File: config.mk
export PLATFORM = sky130hd
export DESIGN_NAME = sparse_xor_rng
export DESIGN_NICKNAME = d
export VERILOG_FILES = /design/src/rtl/rng_pkg.sv /design/src/rtl/sparse_xor_matrix.sv /design/src/rtl/rng_state_reg.sv /design/src/rtl/sparse_xor_rng.sv
export SDC_FILE = /design/constraint.sdc
export NUM_CORES = 1
export LEC_CHECK = 0
export BUFFER_PORTS_ARGS = -buffer_cell sky130_fd_sc_hd__clkbuf_2
export CAP_MARGIN = 20
export CORE_AREA = 8 8 45 47
export CTS_CLUSTER_SIZE = 8
export DETAILED_ROUTE_END_ITERATION = 10
export DIE_AREA = 0 0 53 55
export GPL_ROUTABILITY_DRIVEN = 0
export HOLD_SLACK_MARGIN = 0.12
export PLACE_DENSITY = 0.63
export SETUP_SLACK_MARGIN = 0.4
export SYNTH_ARGS = -nofsm -noshare
export SYNTH_HDL_FRONTEND = slang
export SYNTH_SLANG_ARGS = --single-unit
export TNS_END_PERCENT = 100
File: constraint.sdc
create_clock -name clk -period 1.64 [get_ports clk]
set_input_delay 0.164 -clock clk [delete_from_list [all_inputs] [get_ports clk]]
set_output_delay 0.164 -clock clk [all_outputs]
set_load 0.02 [all_outputs]
File: src/rtl/rng_pkg.sv
package rng_pkg;
  localparam int RNG_W = 6;
  localparam logic [RNG_W-1:0] RNG_DEFAULT_SEED = 6'b000001;
  // Row r of the transition matrix: bit c set means state bit c feeds next bit r.
  localparam logic [RNG_W-1:0] RNG_ROW_MASK [RNG_W] = '{
    6'b000110,  // next bit 0
    6'b100110,  // next bit 1
    6'b001010,  // next bit 2
    6'b010001,  // next bit 3
    6'b100001,  // next bit 4
    6'b011001   // next bit 5
  };
endpackage

File: src/rtl/sparse_xor_matrix.sv
module sparse_xor_matrix
  import rng_pkg::*;
#(
  parameter int W = RNG_W
) (
  input  logic [W-1:0] cur_state,
  output logic [W-1:0] nxt_state
);
  for (genvar row = 0; row < W; row++) begin : g_row
    assign nxt_state[row] = ^(cur_state & RNG_ROW_MASK[row]);
  end
endmodule

File: src/rtl/rng_state_reg.sv
module rng_state_reg
  import rng_pkg::*;
#(
  parameter int W = RNG_W,
  parameter logic [W-1:0] DEFAULT_SEED = RNG_DEFAULT_SEED
) (
  input  logic         clk,
  input  logic         rst_n,
  input  logic         load_en,
  input  logic [W-1:0] load_seed,
  input  logic         step_en,
  input  logic [W-1:0] step_value,
  output logic [W-1:0] state_q
);
  logic [W-1:0] seed_safe;
  logic         seed_is_zero;

  assign seed_is_zero = (load_seed == '0);
  assign seed_safe    = seed_is_zero ? DEFAULT_SEED : load_seed;

  always_ff @(posedge clk or negedge rst_n) begin
    if (!rst_n)        state_q <= DEFAULT_SEED;
    else if (load_en)  state_q <= seed_safe;
    else if (step_en)  state_q <= step_value;
  end
endmodule

File: src/rtl/sparse_xor_rng.sv
module sparse_xor_rng
  import rng_pkg::*;
(
  input  logic             clk,
  input  logic             rst_n,
  input  logic             load_en,
  input  logic [RNG_W-1:0] load_seed,
  input  logic             step_en,
  output logic [RNG_W-1:0] rnd_out
);
  logic [RNG_W-1:0] state_q;
  logic [RNG_W-1:0] state_nxt;

  sparse_xor_matrix #(.W(RNG_W)) u_matrix (
    .cur_state (state_q),
    .nxt_state (state_nxt)
  );

  rng_state_reg #(.W(RNG_W), .DEFAULT_SEED(RNG_DEFAULT_SEED)) u_state (
    .clk        (clk),
    .rst_n      (rst_n),
    .load_en    (load_en),
    .load_seed  (load_seed),
    .step_en    (step_en),
    .step_value (state_nxt),
    .state_q    (state_q)
  );

  assign rnd_out = state_q;
endmodule

* Yosys cells after proc, flatten, opt, wreduce, memory -nomap -nowiden
Index checks and enable logic that the tools add are counted.
** Word-level totals
- RAM bits :: 0
- Bits in read-only memories :: 0
- Input bits :: 10
- Latch bits :: 0
- Output and inout bits :: 6
- Register bits :: 6
- Memories kept :: 0
- Word-level logic and storage cells :: 12
** Operators by class
- Multipliers :: 0
- Bitwise logic cells :: 0
- Shift-type cells :: 0
- Reductions and logical operators :: 8
- Magnitude comparators :: 0
- Muxes and demuxes :: 3
- Equality and inequality tests :: 0
- Divide/modulo/power cells :: 0
- Add/subtract/negate cells :: 0
** Operators by type and width (count)
- $reduce_xor 6->1 :: 6
- $mux 6 :: 3
- $logic_not 6->1 :: 1
- $reduce_bool 2->1 :: 1

* Longest topological paths before layout
Gate-level depths: netlist of run 1.
- Depth in word-level cells :: 3
- Depth in mapped cells :: 4
- Gate-level depth less buffers :: 3

* Cells and area by module
From an unflattened synthesis of run 1, not the netlist that was laid out.
** Unflattened totals
- Cells, all modules :: 35
- Area total of the unflattened synthesis :: 384.1 sq um
** By module, submodules not included
- rng_state_reg :: sequential area each 151.4 sq um, area an instance 301.5 sq um, cells each 29, times used 1
- sparse_xor_matrix :: sequential area each 0.0 sq um, area an instance 82.6 sq um, cells each 6, times used 1

* Least setup slack after synthesis of run 1
OpenSTA, ideal clock, no wires.
- Kind :: reg2reg
- Start :: register u_state.state_q[0]
- End :: register u_state.state_q[5]
- Setup time :: 0.132 ns
- Path buffers :: 0
- Required time :: 1.508 ns
- Arrival :: 1.130 ns
- Setup slack :: 0.377 ns
- Clock period less this slack :: 1.263 ns
- Cell stages (with the launch flop) :: 4
- Cell sequence :: dfstp_2 -> xor3_1 -> mux2i_1 -> o21ai_1
** Between the ends
- Word-level cells in the longest chain between the ends :: 3
** RTL lines
- start: declaration :: RTL line rng_state_reg.sv:13 : output logic [W-1:0] state_q
- start signal: assignment :: RTL line rng_state_reg.sv:23 : else if (load_en) state_q <= seed_safe;
- start signal: assignment :: RTL line rng_state_reg.sv:24 : else if (step_en) state_q <= step_value;
- $reduce_xor 6->1 :: RTL line sparse_xor_matrix.sv:10 : assign nxt_state[row] = ^(cur_state & RNG_ROW_MASK[row]);
- $mux 6 :: RTL line rng_state_reg.sv:24
- $mux 6 :: RTL line rng_state_reg.sv:23
No other way between the ends. The select of a mux whose other input is x is not followed.
A chain may end at the register's enable or synchronous reset.

* Final worst setup path of run 1
- Start :: register u_state.state_q[0]
- End :: output port rnd_out[0]
** RTL lines
- end: declaration :: RTL line sparse_xor_rng.sv:9 : output logic [RNG_W-1:0] rnd_out
No word-level cell between the ends.

==> results of run 1 <==
-- layer usage --
layer / vias to the layer above / wire length [um]
met5: - / 0
met4: 0 / 8
met3: 2 / 64
met2: 9 / 409
met1: 132 / 412
li1: 162 / -
-- metrics by stage --
step                      cells  setup slack, ns  total power [W]  util [%]  hold slack (ns)
after floorplan              37            0.401         0.000379         -           -0.132
after global placement       66            0.527         0.000447      33.4         -0.00213
after detailed placement     66            0.498         0.000448      33.4        -0.000573
after CTS                    71            0.458         0.000604      36.0            0.141
final                        71            0.474         0.000594      36.0            0.148
after global routing         71            0.429         0.000643      36.0            0.168
-- synth_stat cells --
master / count / area [sq um]
sky130_fd_sc_hd__buf_2: 1 / 5.00
sky130_fd_sc_hd__mux2i_1: 7 / 70.1
sky130_fd_sc_hd__xnor2_1: 1 / 8.76
sky130_fd_sc_hd__nor3_1: 1 / 5.00
sky130_fd_sc_hd__nand2_1: 5 / 18.8
sky130_fd_sc_hd__o21ai_0: 3 / 15.0
sky130_fd_sc_hd__xor3_1: 1 / 23.8
sky130_fd_sc_hd__a22oi_1: 1 / 7.51
sky130_fd_sc_hd__xor2_1: 4 / 35.0
sky130_fd_sc_hd__nor2b_1: 1 / 6.26
sky130_fd_sc_hd__dfstp_2: 1 / 26.3
sky130_fd_sc_hd__nor3b_1: 1 / 7.51
sky130_fd_sc_hd__clkbuf_1: 1 / 3.75
sky130_fd_sc_hd__nor2_1: 1 / 3.75
sky130_fd_sc_hd__inv_1: 1 / 3.75
sky130_fd_sc_hd__dfrtp_1: 5 / 125
sky130_fd_sc_hd__o21ai_1: 1 / 5.00
sky130_fd_sc_hd__a21oi_1: 1 / 5.00
-- logic make-up after synthesis --
kind of cell / synth area share [%]
flip-flops: 40.3
XOR/XNOR: 18.0
AO/OA/AOI/OAI: 8.66
AND/OR/NAND/NOR: 11.0
multiplexers: 18.7
buffers and inverters: 3.33
-- power groups by stage --
stage          Sequential [W]  Clock, W  Combinational [W]
6_report             0.000226  0.000148           0.000219
5_1_grt              0.000235  0.000162           0.000246
4_1_cts              0.000227  0.000155           0.000222
3_5_place_dp         0.000230         0           0.000218
3_3_place_gp         0.000228         0           0.000219
2_1_floorplan        0.000261         0           0.000118
-- cell type report --
type / count / area [sq um]
Inverter: 1 / 3.75
Multi-Input combinational cell: 28 / 211
Tap cell: 16 / 20.0
Fill cell: 148 / 886
Sequential cell: 6 / 151
Clock buffer: 4 / 26.3
Timing Repair Buffer: 16 / 85.1
-- worst min path at each step --
| stage | start | endpoint | slack (ns) | depth (start not counted) |
|---|---|---|---|---|
| final | load_seed[2] | u_state.state_q[2]$_DFFE_PN0P_ | 0.15 | 3 |
| after global routing | load_seed[5] | u_state.state_q[5]$_DFFE_PN0P_ | 0.17 | 3 |
| after floorplan | rst_n | u_state.state_q[1]$_DFFE_PN0P_ | -0.13 | 0 |
| after global placement | rst_n | u_state.state_q[1]$_DFFE_PN0P_ | -0.002 | 1 |
| after CTS | load_seed[2] | u_state.state_q[2]$_DFFE_PN0P_ | 0.14 | 3 |
| after detailed placement | rst_n | u_state.state_q[1]$_DFFE_PN0P_ | -0.0006 | 1 |
==> results.tsv, run 1 <==
metric	value	unit
clkTransAtPathRegs	0.05	ns
cts_inserted_buffers	3	
grt_max_degree	13	
grt_busiest_layer	met2	
synthesis.nets	47	
net-switching-power	0.000209	W
drive_gt1_share	34.5	%
layout_commonest_cell	sky130_fd_sc_hd__clkbuf_2	
leakage	0.262	nW
detail-route-antenna-nets	0	
largest_register_ff_count	6	
globalRoute.totalOverflow	0	
clock_path_buffers	2	
worstSetupPathDepth	1	
min_path_type	input port to flip-flop	
num_vias	305	
fin_area	498	sq um
ws_path_type	flip-flop to output port	
antenna_found_initial	0	
clkPwrFrac	25.0	%
timing.rr.end	u_state.state_q[5]$_DFFE_PN0P_	
timing.final.max_slew_violations	0	
vdd_drop_max	512	uV
cp.arrival	1.00	ns
switching_share	35.3	%
critPathLaunchType	flip-flop	
initial_utilization	27.1	%
critical_path.cell_chain	clkbuf_2	
synth-seq-cells	6	
worstSetupEndpoint	rnd_out[0]	
timing.critical_path.to_type	output port	
cells_on_worst_reg2reg_path	3	
clock_sinks	6	
worst_slew_margin_rel	85.4	%
timing.clock.skew	0.00924	ns
cp.required	1.48	ns
cts.htree.levels	1	
final_hold_viol_count	0	
largest_registers	u_state.state_q (6)	
grt_use_met3	2.94	%
startpoint	u_state.state_q[0]$_DFFE_PN1P_	
ys_warn_count	0	
area_of_the_die	0.00292	sq mm
grt.met1_usage	8.68	%
post_cts.repair.setup_buffers	0	
synth.lib_cells_used.distinct	18	
status	finished, final reports clean	
grt.total_usage	7.59	%
critical_path_peak_fanout	5	
die_height	55	um
avgViaCountPerCell	4.30	
remaining_drc_errors	0	
detailedRoute.firstPassIterationCount	4	
max-cap-violations	0	
routed_wirelength	893	um
average_detailed_routed_wire_length_per_instance	12.6	um
period_share	71.1	%
worst_skew_pair.late_latency	0.25	ns
worst_r2r_startpoint	u_state.state_q[4]$_DFFE_PN0P_	
power-per-cell-area	1190	mW/mm^2
cts.repair.resized	0	
via_count_of_the_first_global_routing_pass	367	
setup_viol	0	
cts.hold.buffers_added	1	
worst-slew-pin-transition	0.219	ns
placedInstanceArea	462	sq um
core.rowCount	14	
cts_tree	done	
internal_power	0.000384	W
synth_seq_area_share	40.3	%
die_w	53	um
coreArea	0.00138	sq mm
max_flop_register	u_state.state_q	
grt_setup_unrepaired	no	
proportion_of_power_drawn_by_flip_flops_and_latches	38.1	%
register_to_register_setup_slack	0.52	ns
final.min_clock_period	1.17	ns
maxClockFrequency	0.857	GHz
met2_usage	10.7	%
n_antenna_cell	0	
syn_to_final_growth	32.7	%
first_iter_violations	2	
syn-mean-instance-area	10.1	sq um
slowest_stage	sky130_fd_sc_hd__dfstp_2	
path_delay_family	flip-flops	
grt_first_pass_wirelength	1610	um
combinationalPowerShare	36.9	%
mostFrequentLayoutCells	sky130_fd_sc_hd__clkbuf_2 (15), sky130_fd_sc_hd__mux2i_1 (7), sky130_fd_sc_hd__nand2_1 (5), sky130_fd_sc_hd__dfrtp_1 (5), sky130_fd_sc_hd__xor2_1 (4)	
fin_tns_setup	0	ns
clockRootBuffer	sky130_fd_sc_hd__clkbuf_4	
final_net_count	66	
synth_area	375	sq um
syn_inst	37	
top_level_ports	16	
buffer_ports.inserted	15	
critical_path.max_stage_delay	0.58	ns
path_buf_inv	1	
Note: power is estimated with default switching activity, not from simulation.
==> inputs of run 2 (changes only) <==
clock period = 1.2 ns   (was 1.64 ns; I/O delays follow)
==> results.tsv, run 2 (synthesized netlist as in run 1, its figures left out) <==
metric	value	unit	change
top_level_ports	16		unchanged
drive_gt1_share	43.5	%	was 34.5%
critPathLaunchType	flip-flop		unchanged
final-seq-area	156	sq um	was 151 sq um
num_vias	357		was 305
final_net_count	73		was 66
antenna_found_initial	0		unchanged
leakage	0.310	nW	was 0.262 nW
clock_sinks	6		unchanged
timing.final.max_slew_violations	0		unchanged
n_antenna_cell	0		unchanged
die_height	55	um	unchanged
fin_tns_setup	0	ns	unchanged
cells_on_worst_reg2reg_path	3		unchanged
period_share	93.6	%	
multiInputGateArea	219	sq um	was 211 sq um
grt.total_usage	6.76	%	was 7.59%
area_of_the_die	0.00292	sq mm	unchanged
core.rowCount	14		unchanged
die_w	53	um	unchanged
setup_viol	0		unchanged
critical_path_peak_fanout	5		unchanged
detailedRoute.firstPassIterationCount	5		was 4
mostFrequentLayoutCells	sky130_fd_sc_hd__clkbuf_2 (10), sky130_fd_sc_hd__mux2i_1 (7), sky130_fd_sc_hd__nand2_1 (5), sky130_fd_sc_hd__dlygate4sd3_1 (5)		was sky130_fd_sc_hd__clkbuf_2 (15), sky130_fd_sc_hd__mux2i_1 (7), sky130_fd_sc_hd__nand2_1 (5), sky130_fd_sc_hd__dfrtp_1 (5), sky130_fd_sc_hd__xor2_1 (4)
max_flop_register	u_state.state_q		unchanged
cp.required	1.32	ns	was 1.48 ns
largest_registers	u_state.state_q (6)		unchanged
syn_to_final_growth	66.0	%	was 32.7%
final_hold_viol_count	0		unchanged
register_to_register_setup_slack	0.08	ns	was 0.52 ns
globalRoute.totalOverflow	0		unchanged
detail-route-antenna-nets	0		unchanged
cts.htree.levels	1		unchanged
grt_max_degree	13		unchanged
startpoint	u_state.state_q[0]$_DFFE_PN1P_		unchanged
worst_slew_margin_rel	86.8	%	was 85.4%
avgViaCountPerCell	4.58		was 4.30
power	0.000941	W	was 0.000594 W
final.min_clock_period	1.12	ns	
routed_wirelength	921	um	was 893 um
average_detailed_routed_wire_length_per_instance	11.8	um	was 12.6 um
min_path_type	input port to flip-flop		unchanged
filler_cell_count	138		was 148
vdd_drop_max	373	uV	was 512 uV
clkTransAtPathRegs	0.05	ns	about the same
cts_inserted_buffers	3		unchanged
clockRootBuffer	sky130_fd_sc_hd__clkbuf_4		unchanged
initial_utilization	27.1	%	unchanged
worst_r2r_startpoint	u_state.state_q[0]$_DFFE_PN1P_		was u_state.state_q[4]$_DFFE_PN0P_
largest_register_ff_count	6		unchanged
cts_tree	done		unchanged
via_count_of_the_first_global_routing_pass	352		was 367
layout_commonest_cell	sky130_fd_sc_hd__clkbuf_2		unchanged
worst_skew_pair.late_latency	0.25	ns	about the same
ws_path_type	flip-flop to flip-flop		was flip-flop to output port
remaining_drc_errors	0		unchanged
coreArea	0.00138	sq mm	unchanged
maxClockFrequency	0.890	GHz	
timing.rr.end	u_state.state_q[5]$_DFFE_PN0P_		unchanged
cp.arrival	1.25	ns	was 1.00 ns
power-per-cell-area	1510	mW/mm^2	was 1190 mW/mm^2
worst-slew-pin-transition	0.192	ns	was 0.219 ns
grt_setup_unrepaired	yes		was no
status	finished, final reports clean		unchanged
timing.clock.skew	0.00710	ns	was 0.00924 ns
first_iter_violations	8		was 2
buffer_ports.inserted	15		unchanged
max-cap-violations	0		unchanged
clock_path_buffers	2		unchanged
grt_first_pass_wirelength	1380	um	was 1610 um
worstSetupEndpoint	u_state.state_q[5]$_DFFE_PN0P_		was rnd_out[0]
final_core_utilization	45.0	%	was 36.0%
timing.critical_path.to_type	flip-flop		was output port
run 2: cell types whose count changed in the layout (fill, tap and decap cells not counted), moves of 2 or more:
| cell | change |
|---|---|
| sky130_fd_sc_hd__clkbuf_2 | -5 |
| sky130_fd_sc_hd__buf_8 | +4 |
| sky130_fd_sc_hd__dfrtp_1 | -4 |
| sky130_fd_sc_hd__dfrtp_2 | +4 |
| sky130_fd_sc_hd__dlygate4sd3_1 | +4 |
| sky130_fd_sc_hd__buf_6 | +2 |
run 2: critical path, cell delays in order (launching register included):
cell and delay [ns]:
sky130_fd_sc_hd__dfstp_2 0.57, sky130_fd_sc_hd__xor3_1 0.22, sky130_fd_sc_hd__mux2i_1 0.14, sky130_fd_sc_hd__o21ai_1 0.07
run 2: repair_timing:
action	4_1_cts	5_1_grt
gates cloned	0	0
endpoints found under the hold margin	10	0
buffers inserted	3	0
hold buffers	5	0
endpoints found under the setup margin	12	12
pin swaps	0	2
resized for setup	11	6
run 2: final cells by class:
type | instances | share of cell area, %
clock buffers | 4 | 4.22
inverters | 1 | 0.602
multi-input cells | 28 | 35.1
flip-flops and latches | 6 | 25.1
well taps | 16 | 3.21
repair buffers | 23 | 31.7
run 2: worst min-delay path by stage:
stage	startpoint	end	slack [ns]	cells past startpoint
after floorplan	rst_n	u_state.state_q[1]$_DFFE_PN0P_	-0.18	0
after global placement	rst_n	u_state.state_q[5]$_DFFE_PN0P_	-0.05	1
after detailed placement	rst_n	u_state.state_q[5]$_DFFE_PN0P_	-0.05	1
after CTS	load_seed[1]	u_state.state_q[1]$_DFFE_PN0P_	0.13	3
after global routing	load_seed[1]	u_state.state_q[1]$_DFFE_PN0P_	0.15	3
final	load_seed[1]	u_state.state_q[1]$_DFFE_PN0P_	0.14	3
run 2: routing by layer:
| layer | part of all wire [%] | global-route usage [%] | vias up |
|---|---|---|---|
| met1 | 40 | 6.49 | 161 |
| met5 | 0 | 0 | - |
| met4 | 0 | 7.76 | 0 |
| met2 | 50 | 10.4 | 19 |
| met3 | 9.7 | 2.67 | 0 |
| li1 | - | - | 177 |
run 2: stage by stage:
| step | instance area [sq um] | setup WS (ns) | hold slack, ns | std cells |
|---|---|---|---|---|
| global placement | 467 | 0.0919 | -0.0495 | 66 |
| floorplan | 380 | 0.0330 | -0.176 | 37 |
| finish | 623 | 0.0763 | 0.140 | 78 |
| global route | 623 | 0.00819 | 0.148 | 78 |
| CTS | 614 | 0.0636 | 0.130 | 78 |
| detailed placement | 467 | 0.0694 | -0.0498 | 66 |
run 2: power by group:
part           switching, W  internal (W)  total [W]
Sequential        0.0000648      0.000255   0.000320
Combinational      0.000170      0.000248   0.000418
Clock             0.0000764      0.000126   0.000203
==> inputs of run 3 (changes only) <==
PLACE_DENSITY = 0.64   (was 0.63)
SYNTH_HIERARCHICAL = 1   (was unset)
==> results.tsv, run 3 <==
metric	value	unit	change
power	0.000922	W	was 0.000941 W
hold_slack	0.124	ns	was 0.140 ns
syn_inst	35		was 37
mostFrequentLayoutCells	sky130_fd_sc_hd__clkbuf_2 (9), sky130_fd_sc_hd__dlygate4sd3_1 (5), sky130_fd_sc_hd__mux2i_1 (5), sky130_fd_sc_hd__nand2_1 (5), sky130_fd_sc_hd__o21ai_1 (5)		was sky130_fd_sc_hd__clkbuf_2 (10), sky130_fd_sc_hd__mux2i_1 (7), sky130_fd_sc_hd__nand2_1 (5), sky130_fd_sc_hd__dlygate4sd3_1 (5)
coreArea	0.00138	sq mm	unchanged
synth_edf_count	0		unchanged
timing.final.max_slew_violations	0		unchanged
clock_sinks	6		unchanged
net-switching-power	0.000285	W	was 0.000311 W
grt_setup_unrepaired	yes		unchanged
top_level_ports	16		unchanged
critical_path_peak_fanout	4		was 5
core.rowCount	14		unchanged
cts_tree	done		unchanged
routed_wirelength	922	um	was 921 um
clockRootBuffer	sky130_fd_sc_hd__clkbuf_4		unchanged
proportion_of_power_drawn_by_flip_flops_and_latches	30.3	%	was 34.0%
largest_registers	u_state/state_q (6)		was u_state.state_q (6)
vdd_drop_max	450	uV	was 373 uV
critPathLaunchType	flip-flop		unchanged
buffer_ports.inserted	15		unchanged
slowest_stage	sky130_fd_sc_hd__dfstp_2		unchanged
avgViaCountPerCell	4.33		was 4.58
final_net_count	74		was 73
grt.total_usage	6.92	%	was 6.76%
placedInstanceArea	475	sq um	was 467 sq um
synth_xor_area_share	21.5	%	was 18.0%
synth_area	384	sq um	was 375 sq um
period_share	96.8	%	was 93.6%
timing.clock.skew	0.00520	ns	was 0.00710 ns
fin_area	656	sq um	was 623 sq um
synth.lib_cells_used.distinct	14		was 18
initial_utilization	27.8	%	was 27.1%
cp.required	1.36	ns	was 1.32 ns
grt_max_degree	13		unchanged
synthAdderAreaFrac	0	%	unchanged
die_height	55	um	unchanged
timing.rr.end	u_state/state_q[4]$_DFFE_PN0P_		was u_state.state_q[5]$_DFFE_PN0P_
critical_path.cell_chain	buf_4 > xor2_1 > mux2i_1 > o21ai_1		was xor3_1 > mux2i_1 > o21ai_1
max-cap-violations	0		unchanged
critical_path.max_stage_delay	0.55	ns	was 0.57 ns
synth-compound-area-share	12.4	%	was 8.67%
register_to_register_setup_slack	0.04	ns	was 0.08 ns
power-per-cell-area	1410	mW/mm^2	was 1510 mW/mm^2
combinationalPowerShare	47.6	%	was 44.4%
fin_tns_setup	0	ns	unchanged
switching_share	30.9	%	was 33.1%
largest_register_ff_count	6		unchanged
num_vias	342		was 357
ws_path_type	flip-flop to flip-flop		unchanged
area_of_the_die	0.00292	sq mm	unchanged
syn-mean-instance-area	11.0	sq um	was 10.1 sq um
max_flop_register	u_state/state_q		was u_state.state_q
globalRoute.totalOverflow	0		unchanged
cp.arrival	1.32	ns	was 1.25 ns
timing.hold.worst_endpoint	u_state/state_q[1]$_DFFE_PN0P_		was u_state.state_q[1]$_DFFE_PN0P_
detailedRoute.firstPassIterationCount	2		was 5
detail-route-antenna-nets	0		unchanged
leading_cell_types_by_count_after_synthesis	sky130_fd_sc_hd__dfrtp_1 (5), sky130_fd_sc_hd__mux2i_1 (5), sky130_fd_sc_hd__nand2_1 (5), sky130_fd_sc_hd__o21ai_1 (5), sky130_fd_sc_hd__xor2_1 (4)		was sky130_fd_sc_hd__mux2i_1 (7), sky130_fd_sc_hd__dfrtp_1 (5), sky130_fd_sc_hd__nand2_1 (5)
clkTransAtPathRegs	0.05	ns	about the same
setup_viol	0		unchanged
first_iter_violations	1		was 8
path_buf_inv	1		was 0
average_detailed_routed_wire_length_per_instance	11.7	um	was 11.8 um
worst_skew_pair.late_latency	0.25	ns	about the same
min_path_type	input port to flip-flop		unchanged
synth-seq-cells	6		unchanged
yosys.area_share.simple	9.45	%	was 11.0%
layout_commonest_cell	sky130_fd_sc_hd__clkbuf_2		unchanged
status	finished, final reports clean		unchanged
worst_slew_margin_rel	84.6	%	was 86.8%
ranking_of_synthesized_cells_by_area	sky130_fd_sc_hd__dfrtp_1 (33%), sky130_fd_sc_hd__mux2i_1 (13%), sky130_fd_sc_hd__xor3_1 (12%), sky130_fd_sc_hd__xor2_1 (9.1%), sky130_fd_sc_hd__dfstp_2 (6.8%)		was sky130_fd_sc_hd__dfrtp_1 (33%), sky130_fd_sc_hd__mux2i_1 (19%), sky130_fd_sc_hd__xor2_1 (9.3%), sky130_fd_sc_hd__dfstp_2 (7.0%), sky130_fd_sc_hd__xor3_1 (6.3%)
timing.critical_path.to_type	flip-flop		unchanged
yosysTopAreaCell	sky130_fd_sc_hd__dfrtp_1		unchanged
holdPathStages	3		unchanged
antenna_found_initial	0		unchanged
synthesis.nets	45		was 47
worst_r2r_startpoint	u_state/state_q[0]$_DFFE_PN1P_		was u_state.state_q[0]$_DFFE_PN1P_
synth_seq_area_share	39.4	%	was 40.3%
clock_path_buffers	2		unchanged
synth_async_sr_flop_share	100	%	unchanged
syn_to_final_growth	70.7	%	was 66.0%
leakage	0.321	nW	was 0.310 nW
final.min_clock_period	1.16	ns	was 1.12 ns
maxClockFrequency	0.861	GHz	was 0.890 GHz
clkPwrFrac	22.2	%	was 21.5%
drive_gt1_share	49.2	%	was 43.5%
remaining_drc_errors	0		unchanged
cells_on_worst_reg2reg_path	4		was 3
via_count_of_the_first_global_routing_pass	336		was 352
synth_mux_area_share	13.0	%	was 18.7%
fraction_of_synthesized_cell_area_taken_by_the_top_area_cell_type	32.6	%	was 33.3%
synth_top_flop_cell	sky130_fd_sc_hd__dfrtp_1		unchanged
n_antenna_cell	0		unchanged
cts_inserted_buffers	3		unchanged
cts.htree.levels	1		unchanged
grt_first_pass_wirelength	1410	um	was 1380 um
path_delay_family	flip-flops		unchanged
internal_power	0.000637	W	was 0.000629 W
main_combinational_cell_family_by_area_after_synthesis	XOR/XNOR gates		was multiplexers
die_w	53	um	unchanged
worst-slew-pin-transition	0.230	ns	was 0.192 ns
min-delay-start	load_seed[1]		unchanged
ys_warn_count	6		was 0
final_hold_viol_count	0		unchanged
## run 3: logic make-up (layout without fill, tap and decap cells)
kind of cell           after synthesis  in the layout
AO/OA/AOI/OAI                        8              8
AND/OR/NAND/NOR                      8              8
XOR/XNOR                             6              6
flip-flops                           6              6
multiplexers                         5              5
buffers and inverters                2             30
## run 3: per-stage QoR
step / setup WS, ns / cells / util [%]
detailed placement: 0.0496 / 65 / 34.4
global route: 0.000949 / 79 / 47.4
CTS: 0.0652 / 78 / 46.5
floorplan: 0.0459 / 35 / -
global placement: 0.0662 / 65 / 34.4
finish: 0.0383 / 79 / 47.4
## run 3: cell type report
type | count | area (sq um)
fill | 134 | 728
tap | 16 | 20.0
sequential | 6 | 156
multi-input combinational | 27 | 216
clock buffer | 4 | 26.3
timing repair buffer | 26 | 236
## run 3: power groups by stage
stage | sequential [W] | clock [W] | combinational (W)
2_1_floorplan | 0.000335 | 0 | 0.000162
3_3_place_gp | 0.000289 | 0 | 0.000295
3_5_place_dp | 0.000293 | 0 | 0.000298
4_1_cts | 0.000280 | 0.000209 | 0.000418
5_1_grt | 0.000283 | 0.000217 | 0.000468
6_report | 0.000279 | 0.000204 | 0.000438
## run 3: worst register-to-register path: stages, from the launching register on
cell                      delay [ns]
sky130_fd_sc_hd__dfstp_2        0.55
sky130_fd_sc_hd__buf_4          0.11
sky130_fd_sc_hd__xor2_1         0.14
sky130_fd_sc_hd__mux2i_1        0.11
sky130_fd_sc_hd__o21ai_1        0.17
## run 3: timing repair
action	in CTS	in global routing
setup endpoints to repair	12	12
endpoints found under the hold margin	10	0
pin swaps	0	1
buffers inserted	4	1
hold buffers	5	0
cloned	0	0
gates resized for setup	15	4
## run 3: worst max path at each step
stage                                              start                             end  slack [ns]  cells after the start
after floorplan           u_state/state_q[0]$_DFFE_PN1P_  u_state/state_q[5]$_DFFE_PN0P_        0.05                      3
after global placement    u_state/state_q[0]$_DFFE_PN1P_  u_state/state_q[5]$_DFFE_PN0P_        0.07                      3
after detailed placement  u_state/state_q[0]$_DFFE_PN1P_  u_state/state_q[5]$_DFFE_PN0P_        0.05                      3
after CTS                 u_state/state_q[0]$_DFFE_PN1P_  u_state/state_q[5]$_DFFE_PN0P_        0.07                      3
after global routing      u_state/state_q[4]$_DFFE_PN0P_  u_state/state_q[5]$_DFFE_PN0P_      0.0009                      3
final                     u_state/state_q[0]$_DFFE_PN1P_  u_state/state_q[4]$_DFFE_PN0P_        0.04                      4
## run 3: per-layer routing
layer | vias up | part of all wire [%] | track usage, %
met5 | - | 0 | 0
met4 | 0 | 0 | 9.05
met3 | 0 | 9.1 | 2.41
met2 | 14 | 47 | 9.38
met1 | 150 | 44 | 7.40
li1 | 178 | - | -
